File: src/rtl/wdog_pkg.sv
package wdog_pkg;
    typedef enum logic [1:0] {
        ST_LONG  = 2'd0,
        ST_SHORT = 2'd1,
        ST_FAULT = 2'd2
    } wd_state_e;
endpackage

File: src/rtl/wdog_kick_sync.sv
module wdog_kick_sync (
    input  logic clk,
    input  logic sys_rst,
    input  logic kick_in,
    output logic kick_edge
);
    logic meta_q;
    logic sync_q;
    logic prev_q;

    always_ff @(posedge clk or posedge sys_rst) begin
        if (sys_rst) begin
            meta_q <= 1'b0;
            sync_q <= 1'b0;
            prev_q <= 1'b0;
        end else begin
            meta_q <= kick_in;
            sync_q <= meta_q;
            prev_q <= sync_q;
        end
    end

    // either polarity of transition is a service
    assign kick_edge = sync_q ^ prev_q;
endmodule

File: src/rtl/wdog_down_counter.sv
module wdog_down_counter #(
    parameter int unsigned CNT_W = 8,
    parameter longint unsigned RST_VAL = 64'd12
) (
    input  logic             clk,
    input  logic             sys_rst,
    input  logic             load,
    input  logic [CNT_W-1:0] load_val,
    input  logic             dec,
    output logic [CNT_W-1:0] cnt,
    output logic             at_one
);
    always_ff @(posedge clk or posedge sys_rst) begin
        if (sys_rst) begin
            cnt <= CNT_W'(RST_VAL);
        end else if (load) begin
            cnt <= load_val;
        end else if (dec) begin
            cnt <= cnt - CNT_W'(1);
        end
    end

    assign at_one = (cnt == CNT_W'(1));
endmodule

File: src/rtl/wdog_mode_fsm.sv
module wdog_mode_fsm
    import wdog_pkg::*;
#(
    parameter int unsigned CNT_W = 8,
    parameter longint unsigned SHORT_CYC = 64'd5
) (
    input  logic             clk,
    input  logic             sys_rst,
    input  logic             kick_edge,
    input  logic             cnt_at_one,
    input  logic [CNT_W-1:0] cnt,
    output logic             cnt_load,
    output logic [CNT_W-1:0] cnt_load_val,
    output logic             cnt_dec,
    output logic             wd_fault_n,
    output logic             long_mode
);
    wd_state_e st_q;
    wd_state_e st_nxt;

    // state register
    always_ff @(posedge clk or posedge sys_rst) begin
        if (sys_rst) st_q <= ST_LONG;   // T_RESET
        else         st_q <= st_nxt;
    end

    // next state and counter control
    always_comb begin
        st_nxt       = st_q;
        cnt_load     = 1'b0;
        cnt_dec      = 1'b0;
        cnt_load_val = CNT_W'(SHORT_CYC);
        unique case (st_q)
            ST_LONG: begin
                if (kick_edge) begin          // T_BOOT_KICK
                    st_nxt   = ST_SHORT;
                    cnt_load = 1'b1;
                end else if (cnt_at_one) begin // T_BOOT_EXPIRE
                    st_nxt   = ST_SHORT;
                    cnt_load = 1'b1;
                end else begin
                    cnt_dec = 1'b1;
                end
            end
            ST_SHORT: begin
                if (kick_edge) begin          // T_SERVICE
                    cnt_load = 1'b1;
                end else if (cnt_at_one) begin // T_MISS
                    st_nxt = ST_FAULT;
                end else begin
                    cnt_dec = 1'b1;
                end
            end
            ST_FAULT: begin
                if (kick_edge) begin          // T_RECOVER
                    st_nxt   = ST_SHORT;
                    cnt_load = 1'b1;
                end
            end
            default: st_nxt = ST_LONG;
        endcase
    end

    // registered outputs
    always_ff @(posedge clk or posedge sys_rst) begin
        if (sys_rst) begin
            wd_fault_n <= 1'b1;
            long_mode  <= 1'b1;
        end else begin
            wd_fault_n <= (st_nxt != ST_FAULT);
            long_mode  <= (st_nxt == ST_LONG);
        end
    end

    assert_edge_exits_long_R3: assert property (@(posedge clk) disable iff (sys_rst)
        (st_q == ST_LONG && kick_edge) |=> !long_mode);

    assert_fault_after_last_count_R4: assert property (@(posedge clk) disable iff (sys_rst)
        $fell(wd_fault_n) |-> $past(cnt_at_one));

    assert_fault_sticky_R6: assert property (@(posedge clk) disable iff (sys_rst)
        (!wd_fault_n && !kick_edge) |=> !wd_fault_n);

    assert_cnt_never_zero_R2: assert property (@(posedge clk) disable iff (sys_rst)
        cnt != '0);
endmodule

File: src/rtl/wdog_dual_period.sv
module wdog_dual_period #(
    parameter longint unsigned LONG_CYC  = 64'd3_500_000_000,
    parameter longint unsigned SHORT_CYC = 64'd112_000_000
) (
    input  logic clk,
    input  logic sys_rst,
    input  logic kick_in,
    output logic wd_fault_n,
    output logic long_mode
);
    localparam int unsigned CNT_W = $clog2(LONG_CYC + 1);

    generate
        if (!(LONG_CYC > SHORT_CYC && SHORT_CYC >= 2)) begin : g_bad_cfg
            $error("wdog_dual_period: need LONG_CYC > SHORT_CYC >= 2");
        end
    endgenerate

    logic             kick_edge;
    logic             cnt_load;
    logic             cnt_dec;
    logic             cnt_at_one;
    logic [CNT_W-1:0] cnt_load_val;
    logic [CNT_W-1:0] cnt;

    wdog_kick_sync u_sync (
        .clk       (clk),
        .sys_rst   (sys_rst),
        .kick_in   (kick_in),
        .kick_edge (kick_edge)
    );

    wdog_down_counter #(
        .CNT_W   (CNT_W),
        .RST_VAL (LONG_CYC)
    ) u_cnt (
        .clk      (clk),
        .sys_rst  (sys_rst),
        .load     (cnt_load),
        .load_val (cnt_load_val),
        .dec      (cnt_dec),
        .cnt      (cnt),
        .at_one   (cnt_at_one)
    );

    wdog_mode_fsm #(
        .CNT_W     (CNT_W),
        .SHORT_CYC (SHORT_CYC)
    ) u_fsm (
        .clk          (clk),
        .sys_rst      (sys_rst),
        .kick_edge    (kick_edge),
        .cnt_at_one   (cnt_at_one),
        .cnt          (cnt),
        .cnt_load     (cnt_load),
        .cnt_load_val (cnt_load_val),
        .cnt_dec      (cnt_dec),
        .wd_fault_n   (wd_fault_n),
        .long_mode    (long_mode)
    );

    assert_edge_clears_fault_R1: assert property (@(posedge clk) disable iff (sys_rst)
        kick_edge |=> (wd_fault_n && !long_mode));
endmodule

File: config.mk
export PLATFORM = sky130hd
export DESIGN_NAME = wdog_dual_period
export DESIGN_NICKNAME = d
export VERILOG_FILES = /design/src/rtl/wdog_pkg.sv /design/src/rtl/wdog_kick_sync.sv /design/src/rtl/wdog_down_counter.sv /design/src/rtl/wdog_mode_fsm.sv /design/src/rtl/wdog_dual_period.sv
export SDC_FILE = /design/constraint.sdc
export NUM_CORES = 1
export LEC_CHECK = 0
export BUFFER_PORTS_ARGS = -buffer_cell sky130_fd_sc_hd__buf_2
export CAP_MARGIN = 20
export CORE_ASPECT_RATIO = 1.4
export CORE_MARGIN = 2
export CORE_UTILIZATION = 56
export DETAILED_ROUTE_END_ITERATION = 6
export HOLD_SLACK_MARGIN = 0.12
export PLACE_DENSITY_LB_ADDON = 0.05
export SYNTH_ARGS = -nofsm -noshare
export SYNTH_HDL_FRONTEND = slang
export SYNTH_HIERARCHICAL = 1
export SYNTH_SLANG_ARGS = --single-unit
File: constraint.sdc
create_clock -name clk -period 3.4 [get_ports clk]
set_input_delay 0.34 -clock clk [delete_from_list [all_inputs] [get_ports clk]]
set_output_delay 0.34 -clock clk [all_outputs]
set_load 0.005 [all_outputs]
==> Word-level counts from Yosys, hierarchy flattened <==
Cells that the tools add are included.
{ "classes": {"mux": 15, "eq_ne": 4, "bitwise": 1, "reduce_logical": 5, "add_sub_neg": 1} }
{ "ops": {"columns": ["op", "n"], "rows": [
  ["32-bit two-way mux", 2],
  ["32-bit by 1-bit equality test with 1-bit output (second input constant)", 1],
  ["32-bit by 1-bit subtractor with 32-bit output (second input constant)", 1],
  ["2-bit two-way mux", 5],
  ["1-bit two-way mux", 6],
  ["2-bit case mux with 3 select lines", 1],
  ["2-bit zero test", 2],
  ["2-bit OR reduction", 2],
  ["2-bit by 1-bit equality test with 1-bit output (second input constant)", 1],
  ["2-bit equality test (second input constant)", 1],
  ["2-bit != test (second input constant)", 1],
  ["1-bit case mux with 2 select lines", 1],
  ["2-bit nonzero test", 1],
  ["1-bit bitwise XOR", 1]
]} }
{ "totals": {"ff_bits": 39, "output_inout_bits": 2, "inputBits": 3, "elab_cells": 33} }

==> Longest topological paths before layout <==
Gate-level depths: netlist of run 1.
{ "depth": {"depth_word": 6, "depth_mapped": 13, "mapped_depth_nobuf": 9} }

==> Hierarchy <==
Netlist of run 1, hierarchy kept.
{ "by_module_without_submodules": {"columns": ["module", "area_per_inst_um2", "cells_per_inst", "n_inst", "seq_area_each_um2"], "rows": [
  ["wdog_down_counter", 1893.1, 211, 1, 815.8],
  ["wdog_mode_fsm", 521.8, 64, 1, 102.6],
  ["wdog_kick_sync", 87.6, 5, 1, 75.1]
]} }

==> Worst setup path before layout of run 1 <==
No wires, ideal clock.
{ "synth_timing": {"path_type": "reg2reg", "start": "reg u_cnt.cnt[5]", "end": "reg u_cnt.cnt[7]", "n_path_buf": 4, "path_slack_ps": -290, "stages_incl_launch_ff": 14, "arrival_time_ps": 3555, "period_less_slack_ps": 3690, "setup_ps": 134, "t_required_ps": 3266, "cell_sequence": "dfrtp_1 > or4_1 > buf_2 > or4_4 > buf_6 > nor3_1 > nor4bb_1 > nor3_1 > or3b_1 > clkbuf_1 > or3_1 > clkbuf_1 > xor2_1 > o21ai_0"} }
{ "synth_between": {"elab_chain_len": 5, "elab_cells_between_ends": 11, "cone_classes": "1 x add/sub; 1 x eq/ne; 8 x mux; 1 x reduce/logical"} }
{ "synth_rtl": {"columns": ["element", "line_no", "text"], "rows": [
  ["start, declared", "wdog_down_counter.sv:10", "output logic [CNT_W-1:0] cnt,"],
  ["start signal, assigned", "wdog_down_counter.sv:15", "cnt <= CNT_W'(RST_VAL);"],
  ["start signal, assigned", "wdog_down_counter.sv:17", "cnt <= load_val;"],
  ["start signal, assigned", "wdog_down_counter.sv:19", "cnt <= cnt - CNT_W'(1);"],
  ["32-bit by 1-bit equality test with 1-bit output", "wdog_down_counter.sv:23", "assign at_one = (cnt == CNT_W'(1));"],
  ["named net cnt_at_one", "wdog_dual_period.sv:22", "logic cnt_at_one;"],
  ["1-bit two-way mux", "wdog_mode_fsm.sv:38, wdog_mode_fsm.sv:48", null],
  ["1-bit two-way mux", "wdog_mode_fsm.sv:35", "if (kick_edge) begin"],
  ["1-bit two-way mux", null, null],
  ["named net cnt_dec", "wdog_dual_period.sv:21", "logic cnt_dec;"],
  ["2-bit nonzero test (no line)", null, null]
]} }
The timed path passes the listed nets, and every way through them passes these cells. The select of a mux whose other input is x is not followed.
A chain may end at the register's enable or synchronous reset.

==> Worst setup path after layout of run 1 <==
{ "layout_timing": {"start": "reg u_cnt.cnt[16]", "end": "reg u_cnt.cnt[19]"} }
The elaborated chain is that of the path after synthesis.

==> results.json, run 1 <==
{
  "max_slew.worst_pin.slew_ns": 0.579,
  "cell_count_after_placement": 335,
  "port-buffer-count": 4,
  "groute.layer.met1.usage_pct": 29.4,
  "instances_no_fill": 344,
  "synth_warnings": 6,
  "crit_path_arrival_time_ns": 3.39,
  "cts_setup_buffers": 0,
  "area_delta_synth_final_pct": 4.60,
  "status": "finished clean",
  "synth-seq-cells": 39,
  "avg_inst_size_synth_um2": 8.94,
  "use_met3_pct": 3.58,
  "share_of_cells_above_drive_strength_1_pct": 16.9,
  "h-tree-depth": 2,
  "fin_crit_sh_pct": 93.0,
  "global_route.usage.met2_pct": 31.6,
  "hold_class": "input pin to flop",
  "root_buffer": "sky130_fd_sc_hd__clkbuf_8",
  "irDropWorstVdd_uv": 421,
  "static-leakage-power_nw": 1.00,
  "crit_path_start_kind": "flop",
  "diodes": 0,
  "grt_antenna_before_repair": 0,
  "cts_tree": "built",
  "synth_cell_types": 40,
  "worstPathCellList": "or4_1, or4_4, nor3_1, nor4bb_4, nor3_2, or3b_1, buf_4, or3_1, or4_1, a31oi_1",
  "worstSetupStartpoint": "u_cnt/cnt[16]",
  "worstSetupEndpointType": "flop",
  "wl_per_cell_um": 13.3,
  "routed-via-count": 1864,
  "route.final.wire_length_um": 4580,
  "design.final.nets": 292,
  "worst_skew_pair.late_latency_ns": 0.29,
  "number_of_max_slew_violations_in_the_final_report": 0,
  "cts_inserted_buffers": 5,
  "relative_max_transition_margin_pct": 61.4,
  "totalNegativeSetupSlack_ns": 0,
  "maxCapViolCount": 0,
  "rsz0062_at_grt": "no",
  "cp_slowest_stage_delay_ns": 0.58,
  "critPathRequiredTime_ns": 3.62,
  "detailedRoute.firstPassIterationCount": 4,
  "clock_sinks": 39,
  "hold_path.startpoint": "kick_in",
  "die_height_um": 83.1,
  "mostFrequentLayoutCells": "sky130_fd_sc_hd__conb_1 (32), sky130_fd_sc_hd__dfrtp_1 (25), sky130_fd_sc_hd__nor2_1 (24), sky130_fd_sc_hd__or4_1 (22), sky130_fd_sc_hd__o21ai_0 (19)",
  "clk_pin_slew_worst_paths_ns": 0.08,
  "ctsLongestPathBuffers": 2,
  "fp.coreArea_mm2": 0.00427,
  "power-per-cell-area_mw_per_mm2": 745,
  "grtUsageTotal_pct": 20.7,
  "netlist_area_mm2": 0.00250,
  "place.detailed.hpwl_um": 3100,
  "final_setup_fails": 0,
  "antenna_left": 0,
  "grt_max_degree": 38,
  "dr.first_iter.drc_count": 49,
  "floorplan.io_pins": 5,
  "critPathTopFamily": "simple AND/OR/NAND/NOR gates",
  "timing.final.crit_period_ns": 3.16,
  "place_congestion": 0.780,
  "floorplan.initialDensity_pct": 58.5,
  "grt_overflow_total": 0,
  "detail_route.vias_per_cell": 5.42,
  "worstPathMaxFanout": 9,
  "fmax_ghz": 0.316,
  "placement_rows": 28,
  "synth.yosys.seq_area_share_pct": 39.7,
  "die_area_mm2": 0.00503,
  "grt-busiest-layer": "met2",
  "synthCells": 280,
  "drc": 0,
  "die-width_um": 60.5,
  "wire_length_of_the_first_global_routing_pass_um": 8180,
  "hold_ws_ns": 0.151,
  "first_global_vias": 1759,
  "cp.buffers_inverters": 1,
  "r2r_start": "u_cnt/cnt[16]",
  "finalHoldViolCount": 0,
  "clock_skew_ns": 0.0113,
  "worst_path_max_delay_cell": "sky130_fd_sc_hd__dfstp_2",
  "critPathKind": "flop to flop",
  "path_common_cell": "sky130_fd_sc_hd__or4_1",
  "most_common_cell_after_layout_fill_and_taps_aside": "sky130_fd_sc_hd__conb_1"
}
path summary, 6_finish.rpt:
| check | endpoint | slack (ns) | depth (start not counted) |
|---|---|---|---|
| min in group asynchronous | u_sync/meta_q | 0.47 | 3 |
| hold / removal | u_sync/meta_q | 0.15 | 1 |
| setup reg to reg | u_cnt/cnt[19] | 0.24 | 10 |
| hold reg to reg | u_sync/sync_q | 0.37 | 0 |
| setup / recovery | u_cnt/cnt[19] | 0.24 | 10 |
| max in group asynchronous | u_cnt/cnt[8] | 2.37 | 4 |
cells in the mapped netlist (all sizes together):
library cell	count	share of area, %
a211o	1	0.35
nor2b	1	0.25
nor4bb	1	0.40
nand3b	1	0.30
inv	9	1.3
xor2	3	1.1
o211ai	1	0.30
or4	24	7.4
ha	6	3.0
buf	37	11
dfrtp	25	25
a21oi	4	0.95
a21o	1	0.30
xnor2	9	3.2
or4b	3	1.2
or2	5	1.3
o41ai	3	1.1
nor3	5	1.0
nor4	6	1.5
o21ai	20	4.2
clkbuf	11	1.7
nor2	24	3.6
conb	2	0.30
a211oi	1	0.30
nand3	1	0.20
a31o	1	0.35
nand2	17	2.5
dfstp	14	15
a31oi	18	4.5
nand2b	1	0.25
o31ai	12	3.6
or3b	1	0.35
or3	12	3.0
worst register-to-register path, cell delays in order, from the launching register on:
cell and delay, ns:
sky130_fd_sc_hd__dfstp_2 0.58, sky130_fd_sc_hd__or4_1 0.20, sky130_fd_sc_hd__or4_4 0.15, sky130_fd_sc_hd__nor3_1 0.04, sky130_fd_sc_hd__nor4bb_4 0.15, sky130_fd_sc_hd__nor3_2 0.17
sky130_fd_sc_hd__or3b_1 0.39, sky130_fd_sc_hd__buf_4 0.17, sky130_fd_sc_hd__or3_1 0.49, sky130_fd_sc_hd__or4_1 0.55, sky130_fd_sc_hd__a31oi_1 0.18
routing by layer:
layer / routed length, um / vias up / share of wire (%)
met5: 0 / - / 0
met1: 2050 / 878 / 45
li1: - / 961 / -
met4: 64 / 0 / 1.4
met3: 102 / 7 / 2.2
met2: 2360 / 18 / 52
report_power, final:
| group | switching, W | internal [W] |
|---|---|---|
| Combinational | 0.000350 | 0.000287 |
| Clock | 0.000165 | 0.000218 |
| Sequential | 0.000211 | 0.000718 |
kinds of logic after synthesis:
logic type | synth area share (%)
AND/OR/NAND/NOR | 23.2
buffers and inverters | 13.8
flip-flops | 39.7
adder cells (fa/ha/maj) | 3.00
AO/OA/AOI/OAI | 15.9
XOR/XNOR | 4.20
other | 0.300
repair_timing:
action,4_1_cts,5_1_grt
endpoints found under the hold margin,5,0
endpoints found under the setup margin,0,1
gates resized for setup,0,1
hold buffers,1,0
stage by stage:
stage | util [%] | power, W | setup WS, ns | area [um^2]
after CTS | 61.2 | 0.00196 | 0.114 | 2610
after global placement | 58.3 | 0.00155 | 0.254 | 2490
final | 61.2 | 0.00195 | 0.237 | 2620
after global routing | 61.2 | 0.00212 | 0.0373 | 2620
after detailed placement | 58.3 | 0.00156 | 0.192 | 2490
after floorplan | - | 0.00140 | 0.00343 | 2640
state kept, by name, indices dropped and copies added (netlist names):
| name | cells |
|---|---|
| u_cnt/cnt | 32 |
| u_fsm/st_q | 2 |
| u_fsm/long_mode | 1 |
| u_fsm/wd_fault_n | 1 |
| u_sync/meta_q | 1 |
| u_sync/prev_q | 1 |
| u_sync/sync_q | 1 |
cell type report:
cell class              instances  area, um^2
clock inverters                 3        43.8
well taps                      60        75.1
inverters                       9        33.8
fillers                       403        1660
flip-flops and latches         39         993
repair buffers                 14        97.6
clock buffers                   5        68.8
multi-input cells             214        1310
(Power assumes the default switching activity.)
==> run 2: changes to the inputs <==
--- a/config.mk
+++ b/config.mk
@@ -9,11 +9,10 @@
 export CAP_MARGIN = 20
 export CORE_ASPECT_RATIO = 1.4
 export CORE_MARGIN = 2
-export CORE_UTILIZATION = 56
+export CORE_UTILIZATION = 55
 export DETAILED_ROUTE_END_ITERATION = 6
 export HOLD_SLACK_MARGIN = 0.12
 export PLACE_DENSITY_LB_ADDON = 0.05
 export SYNTH_ARGS = -nofsm -noshare
 export SYNTH_HDL_FRONTEND = slang
-export SYNTH_HIERARCHICAL = 1
 export SYNTH_SLANG_ARGS = --single-unit
==> run 2 against run 1 <==
Synthesized area decreased by 15%. Clock skew decreased by 0.0046 ns. Sequential share of layout area increased by 5.8 points. Synthesized cell count decreased by 24%. Register-to-register slack improved by 0.28 ns. Setup slack improved by 0.28 ns. Non-clock buffer count decreased by 7. Wire length decreased by 4.5%. Largest power group unchanged.
==> results.json, run 2 <==
{
  "wl_per_cell_um": 16.7,
  "power-per-cell-area_mw_per_mm2": 610,
  "fmax_ghz": 0.346,
  "largest-register": "u_cnt.cnt",
  "mostFrequentLayoutCells": "sky130_fd_sc_hd__nor2_1 (31), sky130_fd_sc_hd__dfrtp_1 (25), sky130_fd_sc_hd__xnor2_1 (16), sky130_fd_sc_hd__nand2_1 (16)",
  "grtUsageTotal_pct": 22.6,
  "avg_inst_size_synth_um2": 9.92,
  "drc": 0,
  "worstPathCellList": "inv_1, ha_1, nor2_1, nor4_1, nand2_1, nor3_1, a21bo_2, o311ai_0",
  "clock_sinks": 39,
  "number_of_max_slew_violations_in_the_final_report": 0,
  "clock_skew_ns": 0.00666,
  "crit_path_arrival_time_ns": 3.04,
  "share_clk_of_total_power_pct": 24.2,
  "wire_length_of_the_first_global_routing_pass_um": 7680,
  "dominantRegCellSynth": "sky130_fd_sc_hd__dfrtp_1",
  "diodes": 0,
  "combinationalPowerShare_pct": 32.3,
  "grt_max_degree": 25,
  "finalHoldViolCount": 0,
  "share_of_async_settable_or_async_resettable_flops_after_synthesis_pct": 100,
  "die_area_mm2": 0.00438,
  "synth.yosys.seq_area_share_pct": 46.8,
  "worst_skew_pair.late_latency_ns": 0.29,
  "totalNegativeSetupSlack_ns": 0,
  "biggestRegsByFlops": "u_cnt.cnt: 32 flops, u_fsm.st_q: 2 flops",
  "routed-via-count": 1619,
  "power_switching_w": 0.000504,
  "mappedNetlistNets": 223,
  "first_global_vias": 1683,
  "r2r-end": "u_cnt.cnt[18]",
  "relative_max_transition_margin_pct": 27.3,
  "register_to_register_setup_slack_ns": 0.51,
  "route.final.wire_length_um": 4380,
  "worstSetupEndpointType": "flop",
  "fp.coreArea_mm2": 0.00368,
  "finalCoreUtilization_pct": 61.7,
  "synthCells": 214,
  "most_common_cell_after_layout_fill_and_taps_aside": "sky130_fd_sc_hd__nor2_1",
  "cp_slowest_stage_delay_ns": 0.59,
  "worstPathMaxFanout": 13,
  "rsz0062_at_grt": "no",
  "cts_inserted_buffers": 5,
  "ctsLongestPathBuffers": 2,
  "cts_tree": "built",
  "root_buffer": "sky130_fd_sc_hd__clkbuf_8",
  "crit_path_start_kind": "flop",
  "timing.final.crit_period_ns": 2.89,
  "area_delta_synth_final_pct": 6.96,
  "design.final.nets": 228,
  "synth-seq-cells": 39,
  "synth_cell_types": 42,
  "internal_power_w": 0.000881,
  "grt_antenna_before_repair": 0,
  "final_setup_fails": 0,
  "h-tree-depth": 2,
  "hold_class": "input pin to asynchronous set/reset pin",
  "placement_rows": 26,
  "share_of_cells_above_drive_strength_1_pct": 17.3,
  "die-width_um": 56.5,
  "power_frac_seq_pct": 43.5,
  "status": "finished clean",
  "worst_path_max_delay_cell": "sky130_fd_sc_hd__nor4_1",
  "dr.first_iter.drc_count": 60,
  "largest_register_ffs": 32,
  "port-buffer-count": 4,
  "place.detailed.hpwl_um": 3170,
  "r2r_start": "u_fsm.st_q[1]",
  "netlist_area_mm2": 0.00212,
  "report.power.total_w": 0.00138,
  "synth_top_cell_by_area": "sky130_fd_sc_hd__dfrtp_1",
  "detail_route.vias_per_cell": 6.18,
  "hold_ws_ns": 0.114,
  "detailedRoute.firstPassIterationCount": 4,
  "place_congestion": 0.904,
  "synth_commonest_cells": "sky130_fd_sc_hd__nor2_1 (31), sky130_fd_sc_hd__dfrtp_1 (25), sky130_fd_sc_hd__nand2_1 (16), sky130_fd_sc_hd__xnor2_1 (16)",
  "synth.most_common_cell": "sky130_fd_sc_hd__nor2_1",
  "maxCapViolCount": 0,
  "worst_r2r_path_depth": 8,
  "postCtsHoldBufs": 0,
  "die_height_um": 77.5,
  "floorplan.initialDensity_pct": 57.7,
  "synth_top_cell_area_share_pct": 29.5,
  "irDropWorstVdd_uv": 487,
  "critPathKind": "flop to flop",
  "worstSetupStartpoint": "u_fsm.st_q[1]",
  "critPathRequiredTime_ns": 3.55,
  "grt_overflow_total": 0,
  "floorplan.io_pins": 5,
  "clk_pin_slew_worst_paths_ns": 0.07,
  "max_slew.worst_pin.slew_ns": 1.08,
  "static-leakage-power_nw": 0.863,
  "synth_enable_flop_cells": 0,
  "fin_crit_sh_pct": 84.9,
  "sw_frac_of_total_pct": 36.4,
  "post_cts_resized": 0,
  "synth_warnings": 0,
  "cts_setup_buffers": 0,
  "yosys-top-cells-area": "sky130_fd_sc_hd__dfrtp_1 (29%), sky130_fd_sc_hd__dfstp_2 (17%), sky130_fd_sc_hd__xnor2_1 (6.6%)",
  "antenna_left": 0
}
[run 2: final cells by class]
cell class | instances | area (um^2)
fill | 323 | 1410
multi-input combinational | 160 | 1060
sequential | 39 | 993
clock buffer | 8 | 100
tap | 42 | 52.6
timing repair buffer | 7 | 42.5
inverter | 6 | 22.5
[run 2: worst max-delay path by stage]
| stage | to | slack (ns) | cells past startpoint |
|---|---|---|---|
| global route | u_cnt.cnt[21] | 0.29 | 8 |
| global placement | u_cnt.cnt[12] | 0.61 | 8 |
| floorplan | u_cnt.cnt[21] | 1.13 | 9 |
| detailed placement | u_cnt.cnt[25] | 0.57 | 8 |
| finish | u_cnt.cnt[18] | 0.51 | 8 |
| CTS | u_cnt.cnt[18] | 0.52 | 8 |
[run 2: critical path: cells and delay by family, from the launching register on]
family / cells / cell delay [ns]
AND/OR/NAND/NOR: 4 / 1.63
adder cells (fa/ha/maj): 1 / 0.28
buffers and inverters: 1 / 0.11
AO/OA/AOI/OAI: 2 / 0.31
flip-flops: 1 / 0.42
[run 2: cell families after synthesis]
group                    Yosys count  synth area share (%)
buffers and inverters             15                  3.30
XOR/XNOR                          23                  9.49
AO/OA/AOI/OAI                     27                  9.55
adder cells (fa/ha/maj)            6                  3.54
flip-flops                        39                  46.8
AND/OR/NAND/NOR                  104                  27.3
[run 2: metrics by stage]
| step | setup slack [ns] | std cells | cell area [um^2] |
|---|---|---|---|
| floorplan | 1.13 | 214 | 2120 |
| global placement | 0.611 | 254 | 2170 |
| detailed placement | 0.574 | 254 | 2170 |
| CTS | 0.520 | 262 | 2270 |
| global route | 0.294 | 262 | 2270 |
| finish | 0.513 | 262 | 2270 |
[run 2: layer usage]
metal / GRT usage [%] / routed length (um) / up-vias
met5: 0 / 0 / -
met4: 11.0 / 113 / 0
met3: 5.17 / 144 / 11
met2: 38.0 / 2260 / 28
met1: 26.8 / 1850 / 802
li1: - / - / 778
[run 2: power groups by stage]
stage          Combinational (W)  Clock, W  Sequential, W
4_1_cts                 0.000450  0.000346       0.000601
5_1_grt                 0.000505  0.000363       0.000612
6_report                0.000448  0.000335       0.000602
3_3_place_gp            0.000425         0       0.000605
2_1_floorplan           0.000345         0       0.000595
3_5_place_dp            0.000445         0       0.000610
